### config.mk
export PLATFORM = sky130hd
export DESIGN_NAME = pfm_mode_ctrl
export DESIGN_NICKNAME = d
export VERILOG_FILES = /design/src/rtl/pfm_pkg.sv /design/src/rtl/lowload_counter.sv /design/src/rtl/mode_latch.sv /design/src/rtl/pfm_trigger.sv /design/src/rtl/duty_hold.sv /design/src/rtl/pfm_mode_ctrl.sv
export SDC_FILE = /design/constraint.sdc
export NUM_CORES = 1
export LEC_CHECK = 0
export ABC_AREA = 1
export BUFFER_PORTS_ARGS = -buffer_cell sky130_fd_sc_hd__buf_2
export CAP_MARGIN = 20
export CELL_PAD_IN_SITES_DETAIL_PLACEMENT = 1
export CELL_PAD_IN_SITES_GLOBAL_PLACEMENT = 1
export CORE_MARGIN = 5
export CORE_UTILIZATION = 37
export CTS_CLUSTER_SIZE = 24
export DETAILED_ROUTE_END_ITERATION = 12
export PLACE_DENSITY = 0.83
export SKIP_CTS_REPAIR_TIMING = 1
export SYNTH_ARGS = -nofsm -noshare
export SYNTH_HDL_FRONTEND = slang
export SYNTH_SLANG_ARGS = --single-unit
### constraint.sdc
create_clock -name clk -period 2.6 [get_ports clk]
set_input_delay 0.39 -clock clk [delete_from_list [all_inputs] [get_ports clk]]
set_output_delay 0.39 -clock clk [all_outputs]
set_load 0.01 [all_outputs]
### src/rtl/pfm_pkg.sv
package pfm_pkg;
  localparam int unsigned CYCLES_RST = 20;

  typedef enum logic {
    MODE_PWM = 1'b0,
    MODE_PFM = 1'b1
  } mode_e;
endpackage

### src/rtl/lowload_counter.sv
module lowload_counter #(
  parameter int unsigned IW = 8,
  parameter int unsigned CW = 8
) (
  input  logic          clk,
  input  logic          rst_n,
  input  logic          tick_i,
  input  logic [IW-1:0] meas_i,
  input  logic [IW-1:0] thresh_i,
  input  logic [CW-1:0] limit_i,
  input  logic          in_pfm_i,
  output logic          set_o
);
  logic [CW-1:0] cnt_q, cnt_d;
  logic [CW:0]   cnt_inc;
  logic          is_low;

  always_comb begin
    is_low  = meas_i < thresh_i;
    cnt_inc = {1'b0, cnt_q} + 1'b1;
    set_o   = tick_i && is_low && !in_pfm_i && (cnt_inc >= {1'b0, limit_i});
    cnt_d   = cnt_q;
    if (in_pfm_i || set_o) begin
      cnt_d = '0;
    end else if (tick_i) begin
      cnt_d = is_low ? cnt_inc[CW-1:0] : '0;
    end
  end

  always_ff @(posedge clk or negedge rst_n) begin
    if (!rst_n) cnt_q <= '0;
    else        cnt_q <= cnt_d;
  end

  AST_CNT_IDLE: assert property (@(posedge clk) disable iff (!rst_n)
    (!tick_i && !in_pfm_i) |=> $stable(cnt_q)) else $error("count moved without tick");
  AST_CNT_CLEAR: assert property (@(posedge clk) disable iff (!rst_n)
    (tick_i && !is_low) |=> (cnt_q == '0)) else $error("count not cleared");
endmodule

### src/rtl/mode_latch.sv
module mode_latch
  import pfm_pkg::*;
(
  input  logic clk,
  input  logic rst_n,
  input  logic set_i,
  input  logic below_low_i,
  output logic in_pfm_o
);
  mode_e mode_q, mode_d;
  logic  clr;

  always_comb begin
    clr    = (mode_q == MODE_PFM) && below_low_i;
    mode_d = mode_q;
    if (set_i)    mode_d = MODE_PFM;
    else if (clr) mode_d = MODE_PWM;
  end

  always_ff @(posedge clk or negedge rst_n) begin
    if (!rst_n) mode_q <= MODE_PWM;
    else        mode_q <= mode_d;
  end

  assign in_pfm_o = (mode_q == MODE_PFM);

  AST_EXIT_LOW: assert property (@(posedge clk) disable iff (!rst_n)
    (in_pfm_o && below_low_i) |=> !in_pfm_o) else $error("no exit");
  AST_PWM_HOLD: assert property (@(posedge clk) disable iff (!rst_n)
    (!in_pfm_o && !set_i) |=> !in_pfm_o) else $error("spurious entry");
endmodule

### src/rtl/pfm_trigger.sv
module pfm_trigger (
  input  logic clk,
  input  logic rst_n,
  input  logic in_pfm_i,
  input  logic below_ref_i,
  input  logic below_low_i,
  input  logic above_high_i,
  input  logic cycle_done_i,
  output logic trig_o
);
  logic trig_q, trig_d;
  logic busy_q, busy_d;
  logic fire;

  always_comb begin
    fire   = in_pfm_i && below_ref_i && !above_high_i && !below_low_i && !busy_q;
    trig_d = fire;
    busy_d = busy_q;
    if (!in_pfm_i)         busy_d = 1'b0;
    else if (fire)         busy_d = 1'b1;
    else if (cycle_done_i) busy_d = 1'b0;
  end

  always_ff @(posedge clk or negedge rst_n) begin
    if (!rst_n) begin
      trig_q <= 1'b0;
      busy_q <= 1'b0;
    end else begin
      trig_q <= trig_d;
      busy_q <= busy_d;
    end
  end

  assign trig_o = trig_q;

  AST_TRIG_PULSE: assert property (@(posedge clk) disable iff (!rst_n)
    trig_o |=> !trig_o) else $error("trigger longer than one clock");
  AST_TRIG_BUSY: assert property (@(posedge clk) disable iff (!rst_n)
    (busy_q && !cycle_done_i) |=> !trig_o) else $error("retrigger while busy");
  AST_TRIG_HIGH: assert property (@(posedge clk) disable iff (!rst_n)
    above_high_i |=> !trig_o) else $error("trigger above window");
  AST_TRIG_EXIT: assert property (@(posedge clk) disable iff (!rst_n)
    below_low_i |=> !trig_o) else $error("trigger on exit");
  AST_TRIG_MODE: assert property (@(posedge clk) disable iff (!rst_n)
    trig_o |-> in_pfm_i) else $error("trigger outside PFM");
endmodule

### src/rtl/duty_hold.sv
module duty_hold #(
  parameter int unsigned DW = 8
) (
  input  logic          clk,
  input  logic          rst_n,
  input  logic          set_i,
  input  logic          in_pfm_i,
  input  logic [DW-1:0] duty_i,
  output logic [DW-1:0] duty_o
);
  logic [DW-1:0] duty_q;
  logic          cap_en;

  assign cap_en = set_i;

  always_ff @(posedge clk or negedge rst_n) begin
    if (!rst_n)      duty_q <= '0;
    else if (cap_en) duty_q <= duty_i;
  end

  assign duty_o = duty_q;

  AST_DUTY_CAP: assert property (@(posedge clk) disable iff (!rst_n)
    $rose(in_pfm_i) |-> (duty_o == $past(duty_i))) else $error("duty not captured");
  AST_DUTY_HOLD: assert property (@(posedge clk) disable iff (!rst_n)
    (in_pfm_i && $past(in_pfm_i)) |-> $stable(duty_o)) else $error("duty moved in PFM");
endmodule

### src/rtl/pfm_mode_ctrl.sv
module pfm_mode_ctrl
  import pfm_pkg::*;
#(
  parameter int unsigned IW = 8,
  parameter int unsigned CW = 8,
  parameter int unsigned DW = 8
) (
  input  logic          clk,
  input  logic          rst_n,
  input  logic          cfg_wr,
  input  logic [CW-1:0] cfg_cycles,
  input  logic [IW-1:0] i_thresh,
  input  logic [IW-1:0] i_meas,
  input  logic          sw_tick,
  input  logic          v_below_ref,
  input  logic          v_below_low,
  input  logic          v_above_high,
  input  logic          cycle_done,
  input  logic [DW-1:0] pwm_duty,
  output logic          pfm_mode,
  output logic          pwm_loop_dis,
  output logic          trig,
  output logic [DW-1:0] pfm_duty
);
  localparam logic [CW-1:0] LIMIT_RST = CW'(CYCLES_RST);

  logic [CW-1:0] limit_q;
  logic          set_pfm;
  logic          in_pfm;

  always_ff @(posedge clk or negedge rst_n) begin
    if (!rst_n)      limit_q <= LIMIT_RST;
    else if (cfg_wr) limit_q <= cfg_cycles;
  end

  lowload_counter #(.IW(IW), .CW(CW)) u_cnt (
    .clk      (clk),
    .rst_n    (rst_n),
    .tick_i   (sw_tick),
    .meas_i   (i_meas),
    .thresh_i (i_thresh),
    .limit_i  (limit_q),
    .in_pfm_i (in_pfm),
    .set_o    (set_pfm)
  );

  mode_latch u_latch (
    .clk         (clk),
    .rst_n       (rst_n),
    .set_i       (set_pfm),
    .below_low_i (v_below_low),
    .in_pfm_o    (in_pfm)
  );

  pfm_trigger u_trig (
    .clk          (clk),
    .rst_n        (rst_n),
    .in_pfm_i     (in_pfm),
    .below_ref_i  (v_below_ref),
    .below_low_i  (v_below_low),
    .above_high_i (v_above_high),
    .cycle_done_i (cycle_done),
    .trig_o       (trig)
  );

  duty_hold #(.DW(DW)) u_duty (
    .clk      (clk),
    .rst_n    (rst_n),
    .set_i    (set_pfm),
    .in_pfm_i (in_pfm),
    .duty_i   (pwm_duty),
    .duty_o   (pfm_duty)
  );

  assign pfm_mode     = in_pfm;
  assign pwm_loop_dis = in_pfm;

  AST_ENTRY_TICK: assert property (@(posedge clk) disable iff (!rst_n)
    $rose(pfm_mode) |-> $past(sw_tick && (i_meas < i_thresh))) else $error("entry without low tick");
endmodule

==> flow_summary_export.csv <==
group,metric,value,unit
floorplan,dieHeight,76.20,um
floorplan,die_w,76.20,um
logic_synthesis,synth-seq-cells,27,
timing,period_needed,2.367,ns
layout,final_area,0.001959,mm^2
logic_synthesis,yosysTopAreaCellShare,38.58,%
timing,setup_viol,0,
global_routing,grt_pass1_vias,1542,
global_routing,grt_usage,14.18,%
logic_synthesis,synth-main-ff-cell,"dfrtp_1",
power_and_ir_drop,p_leak,1.188,nW
layout,diodes,0,
clocking,root_buffer,"clkbuf_8",
layout,area.sequential,678.2,um^2
logic_synthesis,synth_cells,194,
place,portBuffers,50,
worst_setup_path,slowest_delay,0.43,ns
global_routing,grt_pass1_wl,6927,um
drt,wl_per_cell,12.94,um
timing,max_slew_margin,59.85,%
clocking,clk_pin_slew,0.09,ns
global_routing,grt_overflow,0,
layout,layout.nets,302,
drt,ant_nets,0,
worst_setup_path,crit_arrival,2.53,ns
clocking,cts-buffers-inserted,3,
clocking,clockBufferDepth,2,
place,gp_congestion,0.7481,
timing,rsz0062_at_grt,"no",
global_routing,antenna_found_initial,0,
clocking,cts_max_level,1,
layout,area_growth,20.83,%
logic_synthesis,synth-seq-area-share,41.82,%
logic_synthesis,yosysUniqueCellTypes,25,
place,dpl_cell_area,0.001914,mm^2
worst_setup_path,required,2.76,ns
logic_synthesis,syn_avg_cell_area,8.359,um^2
global_routing,grt_max_degree,28,
place,post-place-ws,0.2370,ns
floorplan,initial_core_util,37.76,%
worst_setup_path,end_kind,"flip-flop",
drt,via_per_inst,4.761,
floorplan,io_pins,51,
drt,vias,1414,
timing,tns,0,ns
drt,drt_iter0_drc,57,
place,dpl.hpwl,3202,um
clocking,clock_latency,0.27,ns
clocking,clkSinkCount,27,
timing,finalHoldViolCount,0,
job,drv_cap,0,
logic_synthesis,synth_nets,250,
timing,fin_worst_skew,0.001487,ns
logic_synthesis,synthArstFlopShare,100.0,%
logic_synthesis,yosys-top-cells-count,"65 x nand2_1, 29 x inv_1, 25 x dfrtp_1, 16 x ha_1, 12 x nand3_1",
worst_setup_path,cp_cell_sequence,"ha_1 > nand3_1 > xor2_1 > inv_1 > ha_1 > nand2_1 > nor2_1 > nand2_1 > nand3_1 > nand2_1 > nand2_1 > nand2_2 > nand2_4 > nand2_4 > nand2_1 > nand2_1",
floorplan,die_area,0.005806,mm^2
clocking,cts_tree,"done",
worst_setup_path,critPathMostFrequentCell,"nand2_1",
worst_setup_path,crit_slowest_cell,"dfrtp_1",
drt,first_pass_iters,4,
logic_synthesis,synth_area_leaders,"dfrtp_1 39%, nand2_1 15%, ha_1 12%",
worst_setup_path,cp_top_family,"simple AND/OR/NAND/NOR gates",
timing,slew_viol_final,0,
layout,fill_cells,554,
power_and_ir_drop,peakVddDrop,0.2046,mV
drt,drc_errors,0,
layout,stdcell_count,297,
timing,worst_pin_slew,0.6023,ns
worst_setup_path,path_class,"reg2reg",
logic_synthesis,synth_edf_count,0,
logic_synthesis,syn_area,0.001622,mm^2
worst_setup_path,start_kind,"flip-flop",
timing,fmax,0.4224,GHz
worst_hold_path,hold_path.class,"in2async",
timing,setup_slack,0.2328,ns
logic_synthesis,yosysWarnings,0,
worst_setup_path,cp.buffers_inverters,1,
drt,drt-total-wl,3843,um
floorplan,core.rowCount,24,
power_and_ir_drop,p_per_area,591.5,mW/mm^2
worst_setup_path,worstPathMaxFanout,9,
place,placedCellCount,293,
timing,finalCritPeriodShare,91.05,%
run_status,outcome,"complete, no violations",
logic_synthesis,synth_most_common_cell,"nand2_1",
floorplan,design.core.area,0.004294,mm^2
layout,final_layout_size_suffix_gt1_share,26.53,%
layout,multi_input_area,812.0,um^2
logic_synthesis,synth_top_area_cell,"dfrtp_1",
metrics by stage:
stage | utilization, % | hold slack (ns) | power (mW)
2_1_floorplan | - | 0.09441 | 0.7826
3_3_place_gp | 44.58 | 0.4266 | 0.9152
3_5_place_dp | 44.58 | 0.4412 | 0.9392
4_1_cts | 45.63 | 0.1360 | 1.182
5_1_grt | 45.63 | 0.1730 | 1.256
6_report | 45.63 | 0.1175 | 1.159
logic make-up (layout without fill, tap and decap cells):
logic type,Yosys count,after routing,share of synthesized area [%]
AND/OR/NAND/NOR,97,97,27.32
buffers and inverters,32,83,8.101
flip-flops,27,27,41.82
adder cells (fa/ha/maj),16,16,12.35
AO/OA/AOI/OAI,16,16,7.022
XOR/XNOR,5,5,2.700
multiplexers,1,1,0.6944
registers in the layout, indices dropped and copies added (netlist names):
signal and cells:
limit_q 8, u_cnt.cnt_q 8, u_duty.duty_o 8, u_latch.in_pfm_o 1
u_trig.busy_q 1, u_trig.trig_o 1
layer usage:
layer  GRT usage [%]  share of wire (%)  vias to the layer above
li1                -                  -                      720
met1           16.54                 42                      663
met2           26.37                 53                       26
met3           2.128                2.9                        5
met4           4.196                1.4                        0
met5               0                  0                        -
layout by cell type (no fill, tap or decap):
cell type   n
a21oi_1     5
a21oi_4     1
a31oi_4     1
buf_2      50
clkbuf_1    1
clkbuf_8    3
dfrtp_1    25
dfstp_2     2
ha_1       16
inv_1      29
mux2_2      1
nand2_1    65
nand2_2     3
nand2_4     2
nand3_1    12
nand4_1     8
nor2_1      4
nor3b_1     1
nor3b_4     1
nor4_1      1
o21ai_0     7
o21ai_2     1
o21bai_1    1
xnor2_1     1
xor2_1      4
power by group:
group	switching [mW]	total [mW]	internal (mW)	leakage, nW
Combinational	0.211	0.365	0.154	0.815
Sequential	0.0521	0.556	0.504	0.351
Clock	0.128	0.238	0.110	0.0228
Total	0.392	1.16	0.767	1.19
layout make-up:
class                      instances  area share, %
clock buffer                       4          2.299
multi-input combinational        135          41.44
tap                               52          3.321
timing repair buffer              50          12.77
inverter                          29          5.556
sequential                        27          34.61
worst register-to-register path, delay by kind of cell (launching register included):
kind / cells / cell delay, ns
xor+xnor: 1 / 0.15
flops: 1 / 0.43
fa+ha+maj: 2 / 0.56
buf+inv: 1 / 0.07
simple gates: 12 / 1.04
worst paths after layout:
path | from | to | slack, ns | cells after the start
setup / recovery | u_cnt.cnt_q[0] | u_duty.duty_o[4] | 0.23 | 16
hold / removal | rst_n | limit_q[7] | 0.12 | 1
setup reg to reg | u_cnt.cnt_q[0] | u_duty.duty_o[4] | 0.23 | 16
hold reg to reg | u_trig.busy_q | u_trig.trig_o | 0.46 | 1
max in group asynchronous | rst_n | u_cnt.cnt_q[3] | 2.09 | 1
min in group clk | v_above_high | u_trig.trig_o | 0.28 | 2
No activity file was read; power rests on OpenSTA's default activity.
